### config.mk
export PLATFORM = sky130hd
export DESIGN_NAME = tfhb_builder
export DESIGN_NICKNAME = d
export VERILOG_FILES = /design/src/rtl/tfhb_pkg.sv /design/src/rtl/tfhb_lfsr.sv /design/src/rtl/tfhb_idx_sel.sv /design/src/rtl/tfhb_due.sv /design/src/rtl/tfhb_builder.sv
export SDC_FILE = /design/constraint.sdc
export NUM_CORES = 1
export LEC_CHECK = 0
export BUFFER_PORTS_ARGS = -buffer_cell sky130_fd_sc_hd__buf_4
export CAP_MARGIN = 20
export CELL_PAD_IN_SITES_DETAIL_PLACEMENT = 1
export CELL_PAD_IN_SITES_GLOBAL_PLACEMENT = 2
export CORE_MARGIN = 2
export CORE_UTILIZATION = 37
export CTS_CLUSTER_DIAMETER = 100
export CTS_CLUSTER_SIZE = 24
export DETAILED_ROUTE_END_ITERATION = 6
export PLACE_DENSITY_LB_ADDON = 0.2
export SYNTH_ARGS = -nofsm -noshare
export SYNTH_HDL_FRONTEND = slang
export SYNTH_HIERARCHICAL = 1
export SYNTH_SLANG_ARGS = --single-unit
### constraint.sdc
create_clock -name clk -period 42.2 [get_ports clk]
set_clock_uncertainty 0.15 [all_clocks]
set_input_delay 0 -clock clk [delete_from_list [all_inputs] [get_ports clk]]
set_output_delay 0 -clock clk [all_outputs]
set_load 0.02 [all_outputs]
### src/rtl/tfhb_pkg.sv
package tfhb_pkg;

  typedef enum logic [3:0] {
    ST_IDLE,
    ST_RD0,
    ST_RD1,
    ST_RD2,
    ST_RD3,
    ST_SRC,
    ST_DST,
    ST_DCAP,
    ST_WAIT
  } tfhb_state_e;

  typedef struct packed {
    logic [7:0]  nidx;
    logic [7:0]  total;
    logic [15:0] ptr;
  } tfhb_list_t;

endpackage

### src/rtl/tfhb_lfsr.sv
module tfhb_lfsr #(
  parameter int          W    = 16,
  parameter logic [W-1:0] SEED = 16'hACE1,
  parameter logic [W-1:0] TAPS = 16'hB400
) (
  input  logic         clk,
  input  logic         rst_n,
  input  logic         step_i,
  output logic [W-1:0] value_o
);

  logic [W-1:0] lfsr_q, lfsr_d;

  always_comb begin
    lfsr_d = lfsr_q;
    if (step_i) lfsr_d = {lfsr_q[W-2:0], ^(lfsr_q & TAPS)};
  end

  always_ff @(posedge clk or negedge rst_n) begin
    if (!rst_n)      lfsr_q <= SEED;
    else if (step_i) lfsr_q <= lfsr_d;
  end

  assign value_o = lfsr_q;

  // the sequence never locks up in the all-zero state
  p_lfsr_nonzero_r6: assert property (@(posedge clk) disable iff (!rst_n)
    lfsr_q != '0);

endmodule

### src/rtl/tfhb_idx_sel.sv
module tfhb_idx_sel #(
  parameter int IW = 8,
  parameter int RW = 16
) (
  input  logic          rand_i,
  input  logic [IW-1:0] nidx_i,
  input  logic [IW-1:0] total_i,
  input  logic [RW-1:0] rnd_i,
  output logic [IW-1:0] use_o,
  output logic [IW-1:0] wb_o
);

  localparam int PADW = RW - IW;

  logic [IW:0]   inc;
  logic [RW-1:0] rem;
  logic          empty;

  always_comb begin
    empty = (total_i == '0);
    inc   = {1'b0, nidx_i} + 1'b1;
    rem   = empty ? '0 : (rnd_i % {{PADW{1'b0}}, total_i});
    if (empty)       use_o = '0;
    else if (rand_i) use_o = rem[IW-1:0];
    else             use_o = nidx_i;
    if (empty || (inc >= {1'b0, total_i})) wb_o = '0;
    else                                   wb_o = inc[IW-1:0];
  end

endmodule

### src/rtl/tfhb_due.sv
module tfhb_due #(
  parameter int TW = 16
) (
  input  logic          clk,
  input  logic          rst_n,
  input  logic          tick_i,
  input  logic [TW-1:0] target_i,
  output logic [TW-1:0] now_o,
  output logic          due_o
);

  logic [TW-1:0] now_q, now_d, diff;

  always_comb begin
    now_d = now_q + 1'b1;
    diff  = target_i - now_q;
    due_o = diff[TW-1] || (diff == '0);
  end

  always_ff @(posedge clk or negedge rst_n) begin
    if (!rst_n)      now_q <= '0;
    else if (tick_i) now_q <= now_d;
  end

  assign now_o = now_q;

  p_count_step_r9: assert property (@(posedge clk) disable iff (!rst_n)
    tick_i |=> now_q == $past(now_q) + 1'b1);
  p_count_hold_r9: assert property (@(posedge clk) disable iff (!rst_n)
    !tick_i |=> $stable(now_q));

endmodule

### src/rtl/tfhb_builder.sv
module tfhb_builder
  import tfhb_pkg::*;
#(
  parameter int          FLOW_W    = 15,
  parameter int          TW        = 16,
  parameter logic [15:0] LFSR_SEED = 16'hACE1
) (
  input  logic                clk,
  input  logic                rst_n,
  input  logic                tick_i,
  input  logic                req_valid_i,
  output logic                req_ready_o,
  input  logic [FLOW_W-1:0]   req_flow_i,
  input  logic [TW-1:0]       req_time_i,
  output logic                desc_rd_en_o,
  output logic [FLOW_W+1:0]   desc_addr_o,
  input  logic [31:0]         desc_rd_data_i,
  output logic                desc_wr_en_o,
  output logic [31:0]         desc_wr_data_o,
  output logic                alist_rd_en_o,
  output logic [15:0]         alist_addr_o,
  input  logic [31:0]         alist_rd_data_i,
  output logic                tx_valid_o,
  output logic [8:0]          tx_port_o,
  output logic [7:0]          tx_proto_o,
  output logic [7:0]          tx_tos_o,
  output logic [15:0]         tx_sport_o,
  output logic [15:0]         tx_dport_o,
  output logic [31:0]         tx_saddr_o,
  output logic [31:0]         tx_daddr_o
);

  localparam int IW = 8;
  localparam int RW = 16;

  tfhb_state_e      state_q, state_d;
  logic [FLOW_W-1:0] flow_q;
  logic [TW-1:0]    time_q;
  logic [31:0]      w0_q, w1_q, saddr_q, daddr_q;
  tfhb_list_t       src_q, dst_q, sel_list;
  logic             txv_q, txv_d;
  logic             accept, cap_w0, cap_w1, cap_src, cap_dst, cap_sa, cap_da;
  logic [1:0]       word_sel;
  logic             sel_rand, lfsr_step, due;
  logic [RW-1:0]    rnd;
  logic [IW-1:0]    use_idx, wb_idx;
  logic [TW-1:0]    now;

  tfhb_lfsr #(.W(RW), .SEED(LFSR_SEED), .TAPS(16'hB400)) u_lfsr (
    .clk(clk), .rst_n(rst_n), .step_i(lfsr_step), .value_o(rnd)
  );

  tfhb_idx_sel #(.IW(IW), .RW(RW)) u_sel (
    .rand_i(sel_rand), .nidx_i(sel_list.nidx), .total_i(sel_list.total),
    .rnd_i(rnd), .use_o(use_idx), .wb_o(wb_idx)
  );

  tfhb_due #(.TW(TW)) u_due (
    .clk(clk), .rst_n(rst_n), .tick_i(tick_i), .target_i(time_q),
    .now_o(now), .due_o(due)
  );

  // next-state and control
  always_comb begin
    state_d       = state_q;
    accept        = 1'b0;
    cap_w0        = 1'b0;
    cap_w1        = 1'b0;
    cap_src       = 1'b0;
    cap_dst       = 1'b0;
    cap_sa        = 1'b0;
    cap_da        = 1'b0;
    desc_rd_en_o  = 1'b0;
    desc_wr_en_o  = 1'b0;
    alist_rd_en_o = 1'b0;
    word_sel      = 2'd0;
    txv_d         = 1'b0;
    sel_list      = (state_q == ST_SRC) ? src_q : dst_q;
    sel_rand      = (state_q == ST_SRC) ? w0_q[5] : w0_q[6];
    lfsr_step     = 1'b0;
    case (state_q)
      ST_IDLE: if (req_valid_i) begin accept = 1'b1; state_d = ST_RD0; end
      ST_RD0:  begin desc_rd_en_o = 1'b1; word_sel = 2'd0; state_d = ST_RD1; end
      ST_RD1:  begin desc_rd_en_o = 1'b1; word_sel = 2'd1; cap_w0 = 1'b1; state_d = ST_RD2; end
      ST_RD2:  begin desc_rd_en_o = 1'b1; word_sel = 2'd2; cap_w1 = 1'b1; state_d = ST_RD3; end
      ST_RD3:  begin desc_rd_en_o = 1'b1; word_sel = 2'd3; cap_src = 1'b1; state_d = ST_SRC; end
      ST_SRC: begin
        cap_dst       = 1'b1;
        alist_rd_en_o = 1'b1;
        word_sel      = 2'd2;
        desc_wr_en_o  = !sel_rand;
        lfsr_step     = sel_rand;
        state_d       = ST_DST;
      end
      ST_DST: begin
        cap_sa        = 1'b1;
        alist_rd_en_o = 1'b1;
        word_sel      = 2'd3;
        desc_wr_en_o  = !sel_rand;
        lfsr_step     = sel_rand;
        state_d       = ST_DCAP;
      end
      ST_DCAP: begin cap_da = 1'b1; state_d = ST_WAIT; end
      ST_WAIT: if (due) begin txv_d = 1'b1; state_d = ST_IDLE; end
      default: state_d = ST_IDLE;
    endcase
    desc_addr_o    = {flow_q, word_sel};
    alist_addr_o   = sel_list.ptr + {{(RW-IW){1'b0}}, use_idx};
    desc_wr_data_o = {wb_idx, sel_list.total, sel_list.ptr};
  end

  // registers
  always_ff @(posedge clk or negedge rst_n) begin
    if (!rst_n) begin
      state_q <= ST_IDLE;
      txv_q   <= 1'b0;
      flow_q  <= '0;
      time_q  <= '0;
      w0_q    <= '0;
      w1_q    <= '0;
      src_q   <= '0;
      dst_q   <= '0;
      saddr_q <= '0;
      daddr_q <= '0;
    end else begin
      state_q <= state_d;
      txv_q   <= txv_d;
      if (accept)  begin flow_q <= req_flow_i; time_q <= req_time_i; end
      if (cap_w0)  w0_q    <= desc_rd_data_i;
      if (cap_w1)  w1_q    <= desc_rd_data_i;
      if (cap_src) src_q   <= desc_rd_data_i;
      if (cap_dst) dst_q   <= desc_rd_data_i;
      if (cap_sa)  saddr_q <= alist_rd_data_i;
      if (cap_da)  daddr_q <= alist_rd_data_i;
    end
  end

  assign req_ready_o = (state_q == ST_IDLE);
  assign tx_valid_o  = txv_q;
  assign tx_port_o   = w0_q[31:23];
  assign tx_proto_o  = w0_q[22:15];
  assign tx_tos_o    = w0_q[14:7];
  assign tx_sport_o  = w1_q[31:16];
  assign tx_dport_o  = w1_q[15:0];
  assign tx_saddr_o  = saddr_q;
  assign tx_daddr_o  = daddr_q;

  p_no_rw_clash_r2: assert property (@(posedge clk) disable iff (!rst_n)
    !(desc_rd_en_o && desc_wr_en_o));
  p_busy_after_accept_r8: assert property (@(posedge clk) disable iff (!rst_n)
    (req_valid_i && req_ready_o) |=> !req_ready_o);
  p_tx_single_r10: assert property (@(posedge clk) disable iff (!rst_n)
    tx_valid_o |=> !tx_valid_o);
  p_tx_after_hold_r10: assert property (@(posedge clk) disable iff (!rst_n)
    tx_valid_o |-> $past(state_q) == ST_WAIT);
  p_wb_in_range_r5: assert property (@(posedge clk) disable iff (!rst_n)
    desc_wr_en_o |-> (desc_wr_data_o[31:24] < desc_wr_data_o[23:16]) ||
                     (desc_wr_data_o[31:24] == 8'd0));
  p_rand_in_range_r6: assert property (@(posedge clk) disable iff (!rst_n)
    (alist_rd_en_o && sel_rand && sel_list.total != 8'd0) |->
      (alist_addr_o - sel_list.ptr) < {8'd0, sel_list.total});

endmodule

After elaboration in Yosys (flattened, before gate mapping)
Index checks and enable logic that the tools add are counted.
W data, S select, Z words.
{"block": "classes", "n_addsub": 4, "div_mod_pow": 1, "order_cmp": 1, "eq_ne": 10, "muxes": 23, "n_reduce_logical": 12}
{"op": "$pmux W4 S9", "n": 1}
{"op": "$mux W32", "n": 1}
{"op": "$mux W8", "n": 3}
{"op": "$add A16 B1 Y16 const B", "n": 1}
{"op": "$add A16 B8 Y16", "n": 1}
{"op": "$eq A4 B3 Y1 const B", "n": 4}
{"op": "$logic_not A16 Y1", "n": 1}
{"op": "$mod A16 B8 Y16", "n": 1}
{"op": "$reduce_xor A16 Y1", "n": 1}
{"op": "$sub A16 B16 Y16", "n": 1}
{"op": "$mux W1", "n": 15}
{"op": "$add A8 B1 Y9 const B", "n": 1}
{"op": "$ge A9 B8 Y1", "n": 1}
{"op": "$eq A4 B2 Y1 const B", "n": 2}
{"op": "$logic_not A8 Y1", "n": 1}
{"op": "$mux W4", "n": 2}
{"op": "$pmux W2 S3", "n": 1}
{"op": "$reduce_or A2 Y1", "n": 3}
{"op": "$eq A4 B1 Y1 const B", "n": 1}
{"op": "$eq A4 B4 Y1 const B", "n": 1}
{"op": "$logic_not A4 Y1", "n": 1}
{"op": "$ne A2 B2 Y1 const B", "n": 2}
{"op": "$reduce_or A4 Y1", "n": 1}
{"op": "$logic_or A1 B1 Y1", "n": 2}
{"op": "other kinds (2)", "n": 2}
{"block": "word_totals", "ff_bits": 260, "input_bits": 99, "output_inout_bits": 191, "elab_cells": 67}

Longest topological paths before layout
Gate-level depths: netlist (run 1).
{"block": "depth", "word_depth": 6, "depth_mapped": 178, "depth_no_buf": 164}

Modules after synthesis
The synthesis (run 1) kept the hierarchy.
{"module": "tfhb_builder", "instances": 1, "cells_per_inst": 746, "area_per_inst_um2": 9711.8, "seq_area_each_um2": 5580.4}
{"module": "tfhb_idx_sel", "instances": 1, "cells_per_inst": 834, "area_per_inst_um2": 5979.5, "seq_area_each_um2": 0.0}
{"module": "tfhb_due", "instances": 1, "cells_per_inst": 182, "area_per_inst_um2": 1522.7, "seq_area_each_um2": 400.4}
{"module": "tfhb_lfsr", "instances": 1, "cells_per_inst": 53, "area_per_inst_um2": 788.3, "seq_area_each_um2": 410.4}

Worst setup path after synthesis (run 1)
Ideal clock, no wire load.
{"block": "synth_path", "path_type": "flip-flop to output port", "startpoint": "register state_q[1]", "endpoint": "output alist_addr_o[13]", "arrival_time_ns": 33.164, "t_required_ns": 42.050, "path_slack_ns": 8.886, "stages_incl_launch_ff": 170, "n_path_buf": 15, "cell_sequence": "dfrtp_1 -> buf_6 -> and4bb_4 -> buf_4 -> buf_4 -> buf_2 -> nand2_1 -> nand2_1 -> inv_1 -> ha_1 -> nor4b_1 -> nand2_1 -> nor3_1 -> o31ai_1 -> inv_1 -> ha_1 -> o21ai_1 -> nand2_1 -> [134 not listed] -> o21ai_0 -> nand2b_1 -> a21o_1 -> a21oi_1 -> o21ai_0 -> a21o_1 -> a21o_1 -> a2111oi_0 -> nand3_1 -> o21ai_4 -> mux2_1 -> a211oi_1 -> ha_1 -> a211oi_1 -> o211ai_1 -> a31oi_1 -> nor3_1 -> xnor2_1"}
{"element": "from (decl)", "line": "tfhb_builder.sv:36", "rtl": "tfhb_state_e state_q, state_d;"}
{"element": "from (signal assigned)", "line": "tfhb_builder.sv:126", "rtl": "state_q <= state_d;"}
{"element": "to (decl)", "line": "tfhb_builder.sv:21", "rtl": "output logic [15:0] alist_addr_o,"}

Final worst setup path (run 1)
{"block": "layout_path", "startpoint": "register state_q[3]", "endpoint": "output alist_addr_o[13]"}
{"block": "layout_via", "elab_chain_len": 6}
{"element": "$eq A4 B3 Y1 (*)", "line": "tfhb_builder.sv:78, tfhb_builder.sv:79"}
{"element": "$mux W32", "line": "tfhb_builder.sv:78", "rtl": "sel_list = (state_q == ST_SRC) ? src_q : dst_q;"}
{"element": "$mod A16 B8 Y16", "line": "tfhb_idx_sel.sv:22", "rtl": "rem = empty ? '0 : (rnd_i % {{PADW{1'b0}}, total_i});"}
{"element": "$mux W8", "line": "tfhb_idx_sel.sv:24", "rtl": "else if (rand_i) use_o = rem[IW-1:0];"}
{"element": "$mux W8 (*)", "line": "tfhb_idx_sel.sv:23", "rtl": "if (empty) use_o = '0;"}
{"element": "named net use_idx[1]", "line": "tfhb_builder.sv:46", "rtl": "logic [IW-1:0] use_idx, wb_idx;"}
{"element": "$add A16 B8 Y16 (*)", "line": "tfhb_builder.sv:108", "rtl": "alist_addr_o = sel_list.ptr + {{(RW-IW){1'b0}}, use_idx};"}
The timed path passes the listed nets; every way through them passes the cells marked *.

==> summary.md, run 1 <==
| Metric | Value |
|---|---|
| Status | complete, but fails checks |
| Violated checks | hold timing |
| TritonCTS clock tree | built |
| Reg clk slew, reported paths | approximately 0.10 ns |
| Placement Setup Slack | approximately 3.2 ns |
| Dpl hpwl | 42340 um |
| Setup TNS | 0 ns |
| DR vias | approximately 15000 |
| Slew @ Worst Pin | approximately 0.95 ns |
| Worst-path maximum fanout | between 60 and 70 |
| Gp weighted congestion | roughly 0.84 |
| Worst-case clock buffer depth | 3 |
| Synth-to-layout area growth | 20.32% |
| Final-stage net count | 2343 |
| Global-route wire length before repair | approximately 90000 um |
| Crit. End Element | output pin |
| Syn. warnings | 6 |
| Critical path buffer and inverter count | 8 |
| CP Data Required Time | approximately 42 ns |
| Register area share after synthesis | a little over a third |
| I/O pin cnt | between 200 and 300 |
| CP delay by family, top | compound AO/OA/AOI/OAI gates |
| DRT iter0 DRCs | 514 |
| Initial antenna violation count | 1 |
| Post-Syn Area | 0.01800 mm2 |
| Largest net degree at the start of global routing | around 110 |
| CP Data Arrival Time | approximately 38 ns |
| Post-synth EDFFs | 0 |
| Synthesized area per cell | ~9.9 um2 |
| Avg WL per Cell | roughly 21 um |
| Drt pass-1 iters | 4 |
| DR vias/cell | 5.376 |
| Synthesized Nets | 2052 |
| Post-layout min period | approximately 38 ns |
| DRT Wirelength | ~56000 um |
| Slew Viols, Final | 0 |
| RSZ-0062 raised after global routing | false |
| Critical Path Source Type | flip-flop |
| Synth Flop Type | dfrtp_1 |
| Starting density of the core | approximately 38% |
| Synthesized instance count | around 1800 |
| Synth Register Bits | 255 |
| Final worst setup slack | 3.824 ns |
| Critical-path top delay cell | dfrtp_1 |
| Worst hold path class | in -> async |
| Setup CP Type | reg -> out |
| Synth async-reset ratio | 100.0% |
| Die area | between 0.05 and 0.06 mm2 |
| Hold Fails Final Rpt | 26 |
| Max Clock Freq | 0.02606 GHz |
| Cell row count | 80 |
| CP peak stage delay | 0.69 ns |
| Max_slew headroom | between 30 and 40% |
| DRT antenna net count | 0 |
| Vias in the first global route | roughly 16000 |
| Final setup fails | 0 |
| CTS Root Buffer Type | clkbuf_16 |
| Final hold slack | -0.04583 ns |
| Layout cells sized above 1 | 27.32% |
| Placement Cell Area | around 0.020 mm2 |
| Part of the cycle the worst path needs | approximately 91% |
| Most frequent cells in the layout | buf_4, dfrtp_1, nand2_1 |
| Max-Cap Viols | 0 |
| Overflow after GRT | 0 |
| Worst-Skew Late Latency | roughly 0.5 ns |
| Post-synthesis cell type count | between 100 and 150 |
| CTS Buf Count | 14 |
| Total GRT Usage | around 22% |
| Critical Path Most Common Cell | o21a_1 |
| Most common cell after layout, fill and taps aside | buf_4 |
| Die span in x | about 220 um |
| Final instance area | ~0.022 mm2 |
| H-Tree Level Count | 1 |
| Sink Count | 255 |
| DRC | 0 |
| Die Y | roughly 220 um |
| Buffers on Ports | 289 |
| Core Region | between 0.04 and 0.05 mm2 |
-- synthesized netlist by cell type (7+ instances only) --
master	count	share of area, %
buf_2	27	0.75
o21a_1	56	2.3
or3_1	13	0.45
buf_4	71	3.0
o211ai_1	25	1.0
nor3_1	68	1.9
mux2_2	157	9.8
inv_1	64	1.3
ha_1	135	9.4
a211oi_1	14	0.58
buf_6	7	0.44
o21ai_0	46	1.3
a21o_1	22	0.92
o31ai_1	17	0.71
a31oi_1	17	0.59
nand2b_1	14	0.49
nor4_1	7	0.24
mux2_1	31	1.9
nand3_1	17	0.47
and3_1	8	0.28
and2_1	10	0.35
nor2b_1	25	0.87
xor2_1	28	1.4
mux2i_1	20	1.1
o21ai_1	9	0.25
xnor2_1	52	2.5
mux2_4	39	3.3
nand2_1	224	4.7
nand4_1	18	0.63
clkbuf_1	22	0.46
nor2_1	105	2.2
dfstp_2	8	1.2
dfrtp_1	247	34
a21oi_1	65	1.8
-- worst paths after layout --
path                            slack, ns  depth (start not counted)          start           endpoint
worst max-delay path                 3.82                        160     state_q[3]   alist_addr_o[13]
worst min-delay path                -0.05                          2          rst_n     tx_daddr_o[18]
worst max register to register      38.30                          6     state_q[2]  u_lfsr/value_o[2]
worst min register to register       0.32                          2      dst_q[28]          dst_q[28]
max in group asynchronous           39.47                          4          rst_n     tx_saddr_o[31]
min in group clk                     0.09                          3  req_time_i[2]          time_q[2]
-- state kept, by name, summed over array words and instances, names as in the netlist --
signal          flops
src_q              32
u_lfsr/value_o     16
tx_saddr_o         32
tx_daddr_o         32
w0_q               27
tx_valid_o          1
dst_q              32
w1_q               32
time_q             16
state_q             4
flow_q             15
u_due/now_o        16
-- per-stage QoR --
step,util (%),std cells
floorplan,-,1815
finish,45.27,2728
detailed placement,42.25,2603
CTS,45.17,2723
global route,45.27,2728
global placement,42.25,2603
-- layout make-up --
type | count | area (um2)
Timing Repair Buffer | 405 | 3291
Inverter | 65 | 244.0
Multi-Input combinational cell | 1365 | 10550
Tap cell | 615 | 769.5
Antenna cell | 1 | 2.502
Clock buffer | 21 | 407.9
Clock inverter | 1 | 8.758
Sequential cell | 255 | 6391
Fill cell | 5416 | 26190
-- what timing repair did --
item                                   CTS  global route
hold buffers                            98             0
gates resized for setup                  0             3
setup endpoints to repair                0             9
endpoints found under the hold margin  341             0
setup buffers                            0             3
-- kinds of logic after synthesis --
| family | after synthesis | synth area share, % |
|---|---|---|
| AOI/OAI and AO/OA | 345 | 13.57 |
| DFF | 255 | 35.50 |
| muxes | 248 | 16.25 |
| and+or+nand+nor | 554 | 14.94 |
| adders and majority gates | 138 | 9.716 |
| buffers and inverters | 195 | 6.123 |
| xor gates and xnor gates | 80 | 3.892 |
-- per-layer routing --
metal	GRT usage (%)	vias up	part of all wire, %
met2	41.27	238	52
li1	-	7011	-
met5	0	-	0
met4	4.315	0	1.5
met1	26.85	7369	42
met3	4.363	47	4.8
-- worst register-to-register path, cell delays in order (launching register included) --
cell      delay (ns)
dfrtp_1         0.75
and4bb_4        0.37
buf_4           0.56
nand2_1         0.15
nand2_1         0.55
and2_1          0.84
mux2_2          0.42
Power of run 1 is left out: the tool's default activity adds up to more than one toggle a clock period on the data nets, which glitch-free logic cannot reach.
==> inputs of run 2 (changes only) <==
- CORE_UTILIZATION: 37 -> 39
- clock period: 42.2 -> 47.4 ns (I/O delays scaled with it)
==> summary.md, run 2 (same netlist as run 1, synthesis figures left out) <==
| Metric | Value |
|---|---|
| Buffers on Ports | ~290 |
| DRC | 0 |
| Reg2reg end | u_lfsr/value_o[1] |
| Worst-path maximum fanout | 66 |
| H-Tree Level Count | 1 |
| Hold Fails Final Rpt | 14 |
| GR peak layer | met2 |
| Global-route wire length before repair | 90420 um |
| CTS Root Buffer Type | clkbuf_16 |
| Dpl hpwl | around 42000 um |
| DRT antenna net count | 0 |
| Worst-Skew Late Latency | 0.50 ns |
| Die span in x | around 220 um |
| Final setup fails | 0 |
| Worst Reg-to-Reg Cells | 5 |
| Avg WL per Cell | slightly above 20 um |
| Critical Path Most Common Cell | o21a_1 |
| PostCTS Resize Cnt | 0 |
| Starting density of the core | roughly 40% |
| Violated checks | hold timing |
| DRT Wirelength | about 56000 um |
| Final-stage net count | between 2000 and 2500 |
| Max_slew headroom | 37.55% |
| Synth-to-layout area growth | 20.06% |
| Die Y | between 200 and 250 um |
| Slew Viols, Final | 0 |
| Setup CP Type | reg -> out |
| Reg clk slew, reported paths | approximately 0.10 ns |
| R2R setup slack | about 44 ns |
| Setup Fix Bufs, Post-CTS | 0 |
| Core Region | around 0.045 mm2 |
| Crit. End Element | output pin |
| DR vias/cell | ~5.4 |
| Most common cell after layout, fill and taps aside | buf_4 |
| Largest net degree at the start of global routing | roughly 160 |
| Final hold slack | -0.04965 ns |
| CP peak stage delay | just under 0.9 ns |
| TritonCTS clock tree | built |
| Status | complete, but fails checks |
| Max-Cap Viols | 0 |
| Cell row count | between 70 and 80 |
| Worst hold path class | in -> async |
| GR Util met1 | about 28% |
| Post-layout min period | between 30 and 40 ns |
| RSZ-0062 raised after global routing | false |
| Critical-path top delay cell | and4bb_4 |
| Total GRT Usage | 23.71% |
| Drt pass-1 iters | 5 |
| Worst-case clock buffer depth | 3 |
| Vias in the first global route | roughly 16000 |
| Setup TNS | 0 ns |
| CTS Buf Count | 15 |
| CP Data Required Time | around 47 ns |
| DR vias | between 10000 and 15000 |
| Max Clock Freq | 0.02536 GHz |
| DRT iter0 DRCs | 568 |
| Slew @ Worst Pin | approximately 0.94 ns |
| Sink Count | roughly 260 |
| CP Data Arrival Time | 39.28 ns |
| Critical Path Source Type | flip-flop |
| Part of the cycle the worst path needs | about 83% |
| Placement Cell Area | around 0.020 mm2 |
| Die area | between 0.04 and 0.05 mm2 |
| Gp weighted congestion | between 0.8 and 0.9 |
| I/O pin cnt | slightly below 300 |
| Worst R2R Start | state_q[2] |
| GR Util met3 | roughly 5% |
| Overflow after GRT | 0 |
| Final instance area | approximately 0.022 mm2 |
| GRT met2 Usage | about 44% |
| Layout cells sized above 1 | a little over a quarter |
| Most frequent cells in the layout | buf_4, dfrtp_1, nand2_1 |
| Initial antenna violation count | 1 |
-- run 2: cell count changes in the layout (fill, tap and decap cells not counted) --
cell,change
a31oi_2,-1
nor2_1,+1
nor2_2,-1
clkbuf_8,-1
clkinv_8,+2
buf_2,-1
buf_4,-6
a41oi_2,-1
a31oi_1,+1
a41oi_1,+1
buf_12,+1
-- run 2: worst max-delay path: cells and delay by family, from the launching register on --
family / cells / cell delay [ns]
AO/OA/AOI/OAI: 90 / 21.00
AND/OR/NAND/NOR: 42 / 8.84
adder cells (fa/ha/maj): 17 / 5.54
buffers and inverters: 6 / 1.16
multiplexers: 3 / 1.10
flip-flops: 1 / 0.74
XOR/XNOR: 1 / 0.24
-- run 2: per-layer routing --
| layer | wire [um] | share of wire (%) |
|---|---|---|
| met2 | 28870 | 51 |
| met3 | 2831 | 5.0 |
| met5 | 0 | 0 |
| met1 | 23310 | 41 |
| met4 | 1169 | 2.1 |
-- run 2: final cells by class --
type	instances	area, um2
tap	600	750.7
fill	5157	23870
inverter	65	244.0
clock inverter	3	41.29
sequential	255	6391
timing repair buffer	399	3261
antenna	1	2.502
multi-input combinational	1365	10530
clock buffer	20	394.1
-- run 2: what timing repair did --
action,CTS,global route
endpoints found under the hold margin,330,0
setup endpoints to repair,0,0
hold buffers,98,0
-- run 2: worst max path at each step --
stage	start	to	slack, ns	depth (start not counted)
final	state_q[2]	alist_addr_o[13]	7.97	159
after global routing	state_q[2]	alist_addr_o[13]	4.22	159
after CTS	state_q[2]	alist_addr_o[13]	8.09	159
after detailed placement	state_q[2]	alist_addr_o[13]	8.91	158
after global placement	state_q[2]	alist_addr_o[13]	10.19	159
after floorplan	state_q[1]	alist_addr_o[13]	14.09	169
-- run 2: metrics by stage --
| stage | util [%] | cells | setup slack (ns) | hold slack (ns) |
|---|---|---|---|---|
| after floorplan | - | 1815 | 14.09 | -0.4456 |
| after global placement | 44.40 | 2586 | 10.19 | -0.04283 |
| after detailed placement | 44.40 | 2586 | 8.913 | -0.03592 |
| after CTS | 47.52 | 2707 | 8.092 | 0.002360 |
| after global routing | 47.52 | 2708 | 4.220 | 0.01236 |
| final | 47.52 | 2708 | 7.972 | -0.04965 |
Power of run 2 is left out for the same reason.
